===== src/rtl/alarm_pkg.sv =====
package alarm_pkg;

  localparam int MASK_W     = 4;
  localparam int NUM_GROUPS = 9;
  localparam logic [MASK_W-1:0] LAST_CODE = 4'd9;

  typedef struct packed {
    logic       half;
    logic [7:0] sec;
    logic [7:0] min;
    logic [7:0] hour;
    logic [2:0] wday;
    logic [7:0] day;
    logic [7:0] mon;
  } bcdStamp_t;

  typedef struct packed {
    logic loadAlarm;
    logic loadCount;
    logic decCount;
    logic wrapCount;
  } ctlStrobe_t;

  // Whether digit group g takes part in the comparison under interval code.
  function automatic logic groupUsed(input logic [MASK_W-1:0] code, input int g);
    case (g)
      0:       groupUsed = (code >= 4'd1);
      1:       groupUsed = (code >= 4'd2);
      2:       groupUsed = (code >= 4'd3);
      3:       groupUsed = (code >= 4'd4);
      4:       groupUsed = (code >= 4'd5);
      5:       groupUsed = (code >= 4'd6);
      6:       groupUsed = (code == 4'd7);
      7:       groupUsed = (code >= 4'd8);
      8:       groupUsed = (code == 4'd9);
      default: groupUsed = 1'b0;
    endcase
  endfunction

  // Equality of digit group g between the alarm stamp and the time.
  function automatic logic groupEq(input bcdStamp_t a, input bcdStamp_t t, input int g);
    case (g)
      0:       groupEq = (a.half == t.half);
      1:       groupEq = (a.sec[3:0] == t.sec[3:0]);
      2:       groupEq = (a.sec[7:4] == t.sec[7:4]);
      3:       groupEq = (a.min[3:0] == t.min[3:0]);
      4:       groupEq = (a.min[7:4] == t.min[7:4]);
      5:       groupEq = (a.hour == t.hour);
      6:       groupEq = (a.wday == t.wday);
      7:       groupEq = (a.day == t.day);
      8:       groupEq = (a.mon == t.mon);
      default: groupEq = 1'b1;
    endcase
  endfunction

endpackage


===== src/rtl/alarm_datapath.sv =====
module alarm_datapath
  import alarm_pkg::*;
#(
  parameter int CNT_W = 8
) (
  input  logic              clk,
  input  logic              rstN,
  input  ctlStrobe_t        strobe,
  input  bcdStamp_t         nowStamp,
  input  bcdStamp_t         setStamp,
  input  logic [MASK_W-1:0] setMask,
  input  logic [CNT_W-1:0]  setRepeat,
  output logic              matchNow,
  output logic              countZero,
  output logic [CNT_W-1:0]  countQ
);

  localparam logic [CNT_W-1:0] CNT_FULL = '1;
  localparam logic [CNT_W-1:0] CNT_ONE  = CNT_W'(1);

  bcdStamp_t         alarmQ;
  logic [MASK_W-1:0] maskQ;
  logic [CNT_W-1:0]  cntQ;
  logic [NUM_GROUPS-1:0] grpOk;

  always_ff @(posedge clk or negedge rstN) begin
    if (!rstN) begin
      alarmQ <= '0;
      maskQ  <= '0;
    end else if (strobe.loadAlarm) begin
      alarmQ <= setStamp;
      maskQ  <= setMask;
    end
  end

  always_ff @(posedge clk or negedge rstN) begin
    if (!rstN)                 cntQ <= '0;
    else if (strobe.loadCount) cntQ <= setRepeat;
    else if (strobe.wrapCount) cntQ <= CNT_FULL;
    else if (strobe.decCount)  cntQ <= cntQ - CNT_ONE;
  end

  for (genvar g = 0; g < NUM_GROUPS; g++) begin : gDigit
    assign grpOk[g] = !groupUsed(maskQ, g) || groupEq(alarmQ, nowStamp, g);
  end

  always_comb begin
    matchNow  = (maskQ <= LAST_CODE) && (&grpOk);
    countZero = (cntQ == '0);
    countQ    = cntQ;
  end

  p_dec_step_r4: assert property (@(posedge clk) disable iff (!rstN)
    strobe.decCount |=> (cntQ == $past(cntQ) - CNT_ONE));

  p_chime_wrap_r6: assert property (@(posedge clk) disable iff (!rstN)
    strobe.wrapCount |=> (cntQ == CNT_FULL));

  p_alarm_hold_r8: assert property (@(posedge clk) disable iff (!rstN)
    !strobe.loadAlarm |=> ($stable(alarmQ) && $stable(maskQ)));

endmodule


===== src/rtl/alarm_control.sv =====
module alarm_control
  import alarm_pkg::*;
(
  input  logic       clk,
  input  logic       rstN,
  input  logic       halfTick,
  input  logic       matchNow,
  input  logic       countZero,
  input  logic       valWe,
  input  logic       ctlWe,
  input  logic       setChime,
  input  logic       setArm,
  output ctlStrobe_t strobe,
  output logic       alarmIrq,
  output logic       alarmToggle,
  output logic       armed
);

  logic armedQ, chimeQ, irqQ, togQ;
  logic fire, lastShot;

  always_comb begin
    fire     = halfTick && armedQ && matchNow;
    lastShot = fire && countZero && !chimeQ;
    strobe.loadAlarm = valWe && !armedQ;
    strobe.loadCount = ctlWe;
    strobe.decCount  = fire && !ctlWe && !countZero;
    strobe.wrapCount = fire && !ctlWe && countZero && chimeQ;
  end

  always_ff @(posedge clk or negedge rstN) begin
    if (!rstN) begin
      armedQ <= 1'b0;
      chimeQ <= 1'b0;
      irqQ   <= 1'b0;
      togQ   <= 1'b0;
    end else begin
      irqQ <= fire;
      togQ <= togQ ^ fire;
      if (ctlWe) begin
        armedQ <= setArm;
        chimeQ <= setChime;
      end else if (lastShot) begin
        armedQ <= 1'b0;
      end
    end
  end

  always_comb begin
    alarmIrq    = irqQ;
    alarmToggle = togQ;
    armed       = armedQ;
  end

  p_irq_after_tick_r3: assert property (@(posedge clk) disable iff (!rstN)
    alarmIrq |-> ($past(halfTick) && $past(armedQ)));

  p_toggle_flip_r7: assert property (@(posedge clk) disable iff (!rstN)
    alarmIrq |-> (alarmToggle != $past(alarmToggle)));

  p_toggle_hold_r7: assert property (@(posedge clk) disable iff (!rstN)
    !alarmIrq |-> $stable(alarmToggle));

  p_last_disarm_r5: assert property (@(posedge clk) disable iff (!rstN)
    (lastShot && !ctlWe) |=> !armedQ);

  p_one_count_action_r13: assert property (@(posedge clk) disable iff (!rstN)
    $onehot0({strobe.loadCount, strobe.decCount, strobe.wrapCount}));

endmodule


===== src/rtl/alarm_unit.sv =====
module alarm_unit
  import alarm_pkg::*;
#(
  parameter int CNT_W = 8
) (
  input  logic             clk,
  input  logic             rstN,
  input  logic             halfTick,
  input  logic             nowHalf,
  input  logic [7:0]       nowSec,
  input  logic [7:0]       nowMin,
  input  logic [7:0]       nowHour,
  input  logic [2:0]       nowWday,
  input  logic [7:0]       nowDay,
  input  logic [7:0]       nowMon,
  input  logic             valWe,
  input  logic             setHalf,
  input  logic [7:0]       setSec,
  input  logic [7:0]       setMin,
  input  logic [7:0]       setHour,
  input  logic [2:0]       setWday,
  input  logic [7:0]       setDay,
  input  logic [7:0]       setMon,
  input  logic [3:0]       setMask,
  input  logic             ctlWe,
  input  logic [CNT_W-1:0] setRepeat,
  input  logic             setChime,
  input  logic             setArm,
  output logic             alarmIrq,
  output logic             alarmToggle,
  output logic             armed,
  output logic [CNT_W-1:0] repeatLeft
);

  bcdStamp_t  nowStamp, setStamp;
  ctlStrobe_t strobe;
  logic       matchNow, countZero;

  always_comb begin
    nowStamp = '{half: nowHalf, sec: nowSec, min: nowMin, hour: nowHour,
                 wday: nowWday, day: nowDay, mon: nowMon};
    setStamp = '{half: setHalf, sec: setSec, min: setMin, hour: setHour,
                 wday: setWday, day: setDay, mon: setMon};
  end

  alarm_control i_control (
    .clk         (clk),
    .rstN        (rstN),
    .halfTick    (halfTick),
    .matchNow    (matchNow),
    .countZero   (countZero),
    .valWe       (valWe),
    .ctlWe       (ctlWe),
    .setChime    (setChime),
    .setArm      (setArm),
    .strobe      (strobe),
    .alarmIrq    (alarmIrq),
    .alarmToggle (alarmToggle),
    .armed       (armed)
  );

  alarm_datapath #(.CNT_W(CNT_W)) i_datapath (
    .clk       (clk),
    .rstN      (rstN),
    .strobe    (strobe),
    .nowStamp  (nowStamp),
    .setStamp  (setStamp),
    .setMask   (setMask),
    .setRepeat (setRepeat),
    .matchNow  (matchNow),
    .countZero (countZero),
    .countQ    (repeatLeft)
  );

endmodule


===== config.mk =====
export PLATFORM = sky130hd
export DESIGN_NAME = alarm_unit
export DESIGN_NICKNAME = d
export VERILOG_FILES = /design/src/rtl/alarm_pkg.sv /design/src/rtl/alarm_datapath.sv /design/src/rtl/alarm_control.sv /design/src/rtl/alarm_unit.sv
export SDC_FILE = /design/constraint.sdc
export NUM_CORES = 1
export LEC_CHECK = 0
export CELL_PAD_IN_SITES_DETAIL_PLACEMENT = 0
export CELL_PAD_IN_SITES_GLOBAL_PLACEMENT = 1
export CORE_AREA = 4 4 107 109
export CTS_BUF_LIST = sky130_fd_sc_hd__clkbuf_16
export CTS_CLUSTER_DIAMETER = 120
export CTS_CLUSTER_SIZE = 28
export DETAILED_ROUTE_END_ITERATION = 8
export DIE_AREA = 0 0 111 113
export PLACE_DENSITY = 0.73
export SYNTH_ARGS = -nofsm -noshare
export SYNTH_HDL_FRONTEND = slang
export SYNTH_HIERARCHICAL = 1
export SYNTH_SLANG_ARGS = --single-unit

===== constraint.sdc =====
create_clock -name clk -period 2.4 [get_ports clk]
set_input_delay 0.6 -clock clk [delete_from_list [all_inputs] [get_ports clk]]
set_output_delay 0.6 -clock clk [all_outputs]
set_load 0.05 [all_outputs]

* Word-level counts from Yosys, hierarchy flattened
Cells that the tools add are included.
Word-level totals: register bits after elaboration 60, latch bits 0, bits in writable memories 0, ROM bits 0, input bits 107, output and inout port bits 11, memories 0
Operators by class: add/sub/neg operators 1, multipliers 0, div/mod/pow operators 0, order comparisons 8, eq/ne operators 11, shifts and indexed selects 0, mux-type cells 5, bitwise operators 1, reduce and logical (&&, ||, !) cells 36
Operator list (number):
- 8-bit == test | 3
- 8-bit 2-to-1 mux | 3
- 4-bit == test | 4
- 1-bit logical NOT | 13
- 4-bit by 3-bit greater-or-equal comparator with 1-bit output, second input constant | 3
- 1-bit logical AND | 10
- 1-bit logical OR | 9
- 9-bit AND reduction | 1
- 4-bit by 2-bit greater-or-equal comparator with 1-bit output, second input constant | 2
- 8-bit logical NOT | 1
- 8-bit by 1-bit subtractor with 8-bit output, second input constant | 1
- 4-bit by 3-bit == test with 1-bit output, second input constant | 1
- 4-bit == test, second input constant | 1
- 4-bit by 1-bit greater-or-equal comparator with 1-bit output, second input constant | 1
- 4-bit greater-or-equal comparator, second input constant | 1
- 4-bit less-or-equal comparator, second input constant | 1
- 3-bit == test | 1
- 3-bit nonzero test | 1
- 1-bit 2-to-1 mux | 2
- 2-bit nonzero test | 1
- 1-bit == test | 1
- 1-bit bitwise XOR | 1

* Longest topological paths before layout
depth after elaboration 11, mapped depth 11, gate-level depth less buffers 11

* Hierarchy
The synthesis kept the hierarchy.
By module, submodules not included:
- alarm_datapath | times used 1, cells each 230, area each 2798.9 um2, sequential area each 1401.3 um2
- alarm_control | times used 1, cells each 16, area each 187.7 um2, sequential area each 100.1 um2

* Worst setup path after synthesis
No wires, ideal clock.
path kind input to register, start input port nowSec[0], end register i_datapath.cntQ[7] (netlist: i_datapath/countQ[7]), setup time 0.077 ns, data arrival time 2.678 ns, required time 2.323 ns, slack -0.355 ns, cell stages on the path 11, path through xnor2_1 nand4_1 nor4_1 nand4_1 a2111oi_1 nand3_2 nor3_1 clkbuf_1 nand4b_1 xor2_1 a21oi_1
RTL lines:
- from (decl) | RTL line alarm_unit.sv:10 | input logic [7:0] nowSec,
- to (signal assigned) | RTL line alarm_datapath.sv:38 | else if (strobe.loadCount) cntQ <= setRepeat;
- to (signal assigned) | RTL line alarm_datapath.sv:40 | else if (strobe.decCount) cntQ <= cntQ - CNT_ONE;
- to (decl) | RTL line alarm_datapath.sv:23 | logic [CNT_W-1:0] cntQ;

==> results.json <==
{
  "grt_overflow": 0,
  "drt_first_iter_violations": 50,
  "worstPathRequired_ns": 2.59,
  "crit_path_start": "nowMon[0]",
  "drive_above_1_share_pct": 29.7,
  "max-vdd-ir-drop_v": 0.000320,
  "hold_ws_ns": 0.318,
  "detail_route.first_pass.iterations": 4,
  "timing.slew.headroom_pct": 53.3,
  "cap_violations": 0,
  "setup-tns-final_ns": -1.48,
  "buffer_ports.inserted": 117,
  "postLayoutSetupSlackWorst_ns": -0.214,
  "floorplan.die.width_microns": 111,
  "grt_antenna_before_repair": 0,
  "post_synth_fa_ha_maj_area_fraction_pct": 1.21,
  "multiInputGateArea_sq_mm": 0.00162,
  "ys.warnings.count": 6,
  "grt_max_degree": 35,
  "synthesis.instances": 246,
  "synthDistinctLibCells": 31,
  "place_ws_ns": -0.948,
  "clkSinkCount": 60,
  "setup_viol": 9,
  "clock_latency_ns": 0.32,
  "timing_worst_setup_path_type": "input port to flip-flop",
  "finalCriticalPeriod_ns": 2.61,
  "grt_pass1_wl_microns": 12900,
  "n_antenna_cell": 0,
  "finalPower_w": 0.00327,
  "slew_violations": 0,
  "design.portCount": 118,
  "worst-slew-pin-transition_ns": 0.700,
  "power_density_mw_per_mm2": 676,
  "core_region_area_sq_mm": 0.0106,
  "cts-buffers-inserted": 9,
  "post_drt_via_cell_ratio": 4.49,
  "register_area_share_after_synthesis_pct": 50.3,
  "synth_largest_type_area_fraction_pct": 50.3,
  "cell_at_the_root_of_the_clock_tree": "clkbuf_16",
  "cts_tree": "yes",
  "final_net_count": 493,
  "synth_flop_cell": "dfrtp_1",
  "fmax_ghz": 0.383,
  "synth-seq-cells": 60,
  "dp.final_hpwl_microns": 5990,
  "outcome": "finished with violations",
  "setup.worst_path.start_class": "input port",
  "chipHeight_microns": 113,
  "dieArea_sq_mm": 0.0125,
  "synth_to_layout_area_growth_pct": 61.9,
  "postSynthNetCount": 355,
  "synth_area_leader_cell": "dfrtp_1",
  "clock_tree.buffer_depth": 2,
  "violations": "negative setup slack",
  "drt.antenna.violating_nets": 0,
  "drt-total-wl_microns": 7790,
  "synth_area_sq_mm": 0.00299,
  "vias_in_the_first_global_route": 2657,
  "rsz_0062_raised_after_global_routing": "true",
  "vias": 2368,
  "finClkSkew_ns": 0.00750,
  "synth_enable_flop_cells": 0,
  "final_hold_viol_count": 0,
  "layout_worst_path_cycle_share_pct": 109,
  "grtUsageTotal_pct": 12.9,
  "synth.top_cells.by_area": "dfrtp_1 (50%), mux2_2 (18%), xnor2_1 (11%), xor2_1 (4.1%), nor2b_1 (2.1%)",
  "wl_per_cell_microns": 14.8,
  "cts-htree-levels": 3,
  "synth.area.mux_share_pct": 18.1,
  "synth-compound-area-share_pct": 4.90,
  "remaining_drc_errors": 0,
  "synth_async_sr_flop_share_pct": 100,
  "final_weighted_congestion_in_routability_driven_placement": 0.787,
  "r2r_start": "i_datapath/alarmQ[38]$_DFFE_PN0P_",
  "yosys.area_share.xor_xnor_pct": 14.7,
  "cp-end-kind": "flip-flop",
  "cts.reportedPaths.clkPinSlew_ns": 0.05,
  "synth_top_cells_by_count": "dfrtp_1 (60), mux2_2 (48), xnor2_1 (36)",
  "avg_synthesized_cell_area_sq_um": 12.1,
  "fill_cells": 990,
  "post-synth-top-count-cell": "dfrtp_1",
  "final-instance-count-excl-fill": 527,
  "p_leak_nw": 1.98,
  "main_combinational_cell_family_by_area_after_synthesis": "multiplexers",
  "place.detailed.instances": 509,
  "seqCellArea_sq_mm": 0.00150,
  "maximum_fanout_encountered_on_the_critical_timing_path": 7,
  "synth_simple_gate_area_share_pct": 9.13,
  "min-delay-path-class": "input port to asynchronous set/reset pin",
  "row_count": 38,
  "arrival_ns": 2.80,
  "floorplan.initialDensity_pct": 28.2
}
[report_power, final]
part	internal [W]	switching [W]	total [W]
clock	0.000778	0.000423	0.00120
combinational	0.000459	0.000304	0.000763
sequential	0.00117	0.000132	0.00130
total	0.00241	0.000860	0.00327
[state kept, by name (all words and copies together), names as in the netlist]
signal,flops
i_control/chimeQ,1
i_datapath/maskQ,4
i_control/alarmIrq,1
i_control/alarmToggle,1
i_control/armed,1
i_datapath/countQ,8
i_datapath/alarmQ,44
[final timing paths]
| path | end | slack (ns) | depth (start not counted) |
|---|---|---|---|
| worst max-delay path | i_datapath/countQ[7]$_DFFE_PN0P_ | -0.21 | 13 |
| worst min-delay path | i_datapath/alarmQ[34]$_DFFE_PN0P_ | 0.32 | 1 |
| worst max register to register | i_datapath/countQ[7]$_DFFE_PN0P_ | -0.17 | 13 |
| worst min register to register | i_control/alarmToggle$_DFF_PN0_ | 0.48 | 1 |
| max in group asynchronous | i_datapath/alarmQ[17]$_DFFE_PN0P_ | 1.45 | 2 |
| min in group clk | i_control/alarmToggle$_DFF_PN0_ | 0.48 | 1 |
[critical path: stages]
cell           delay, ns
dlygate4sd2_1       0.26
xnor2_2             0.14
nand4_1             0.14
o2111ai_2           0.21
o2111ai_2           0.15
a2111oi_4           0.36
buf_4               0.19
nand3_4             0.07
nor3_2              0.16
buf_4               0.18
nand4b_1            0.11
xor2_1              0.16
a21oi_1             0.07
[per-layer routing]
metal | wire (microns) | global-route usage, %
met5 | 0 | 0
met1 | 3300 | 15.5
met3 | 535 | 4.60
met4 | 123 | 4.68
met2 | 3840 | 21.6
[kinds of logic (layout without fill, tap and decap cells)]
| logic type | after synthesis | after routing |
|---|---|---|
| flops | 60 | 60 |
| xor+xnor | 50 | 50 |
| mux | 48 | 48 |
| simple gates | 48 | 48 |
| compound gates | 25 | 25 |
| buf+inv | 12 | 153 |
| fa+ha+maj | 3 | 3 |
[what timing repair did]
item / in CTS / in global routing
hold buffers: 0 / 0
gates resized for setup: 75 / 17
pin swaps: 51 / 29
setup endpoints to repair: 10 / 11
buffers inserted: 4 / 0
[per-stage QoR]
step                      util, %  instance area, sq um
after floorplan                 -                  3050
after global placement       42.2                  4480
after detailed placement     42.2                  4480
after CTS                    45.5                  4820
after global routing         45.6                  4830
final                        45.6                  4830
[layout by cell type, fill, tap and decap left out, drive strengths merged, types with 4 or more instances in the layout]
cell | Yosys | routed
a21oi | 10 | 10
buf | 5 | 23
clkbuf | 2 | 12
clkdlybuf4s15 | 0 | 8
clkdlybuf4s50 | 0 | 75
dfrtp | 60 | 60
dlygate4sd2 | 0 | 24
inv | 5 | 7
mux2 | 48 | 48
nand2 | 6 | 6
nand4 | 8 | 8
nor2 | 8 | 8
nor2b | 10 | 10
nor3 | 4 | 4
o21ai | 7 | 7
xnor2 | 36 | 36
xor2 | 14 | 14
[area by class of cell]
class / count / area share (%)
Tap cell: 140 / 3.62
Inverter: 5 / 0.388
Timing Repair Buffer: 134 / 25.9
Clock buffer: 9 / 4.66
Clock inverter: 5 / 0.983
Sequential cell: 60 / 31.1
Multi-Input combinational cell: 174 / 33.4
No activity file was read; power rests on OpenSTA's default activity.
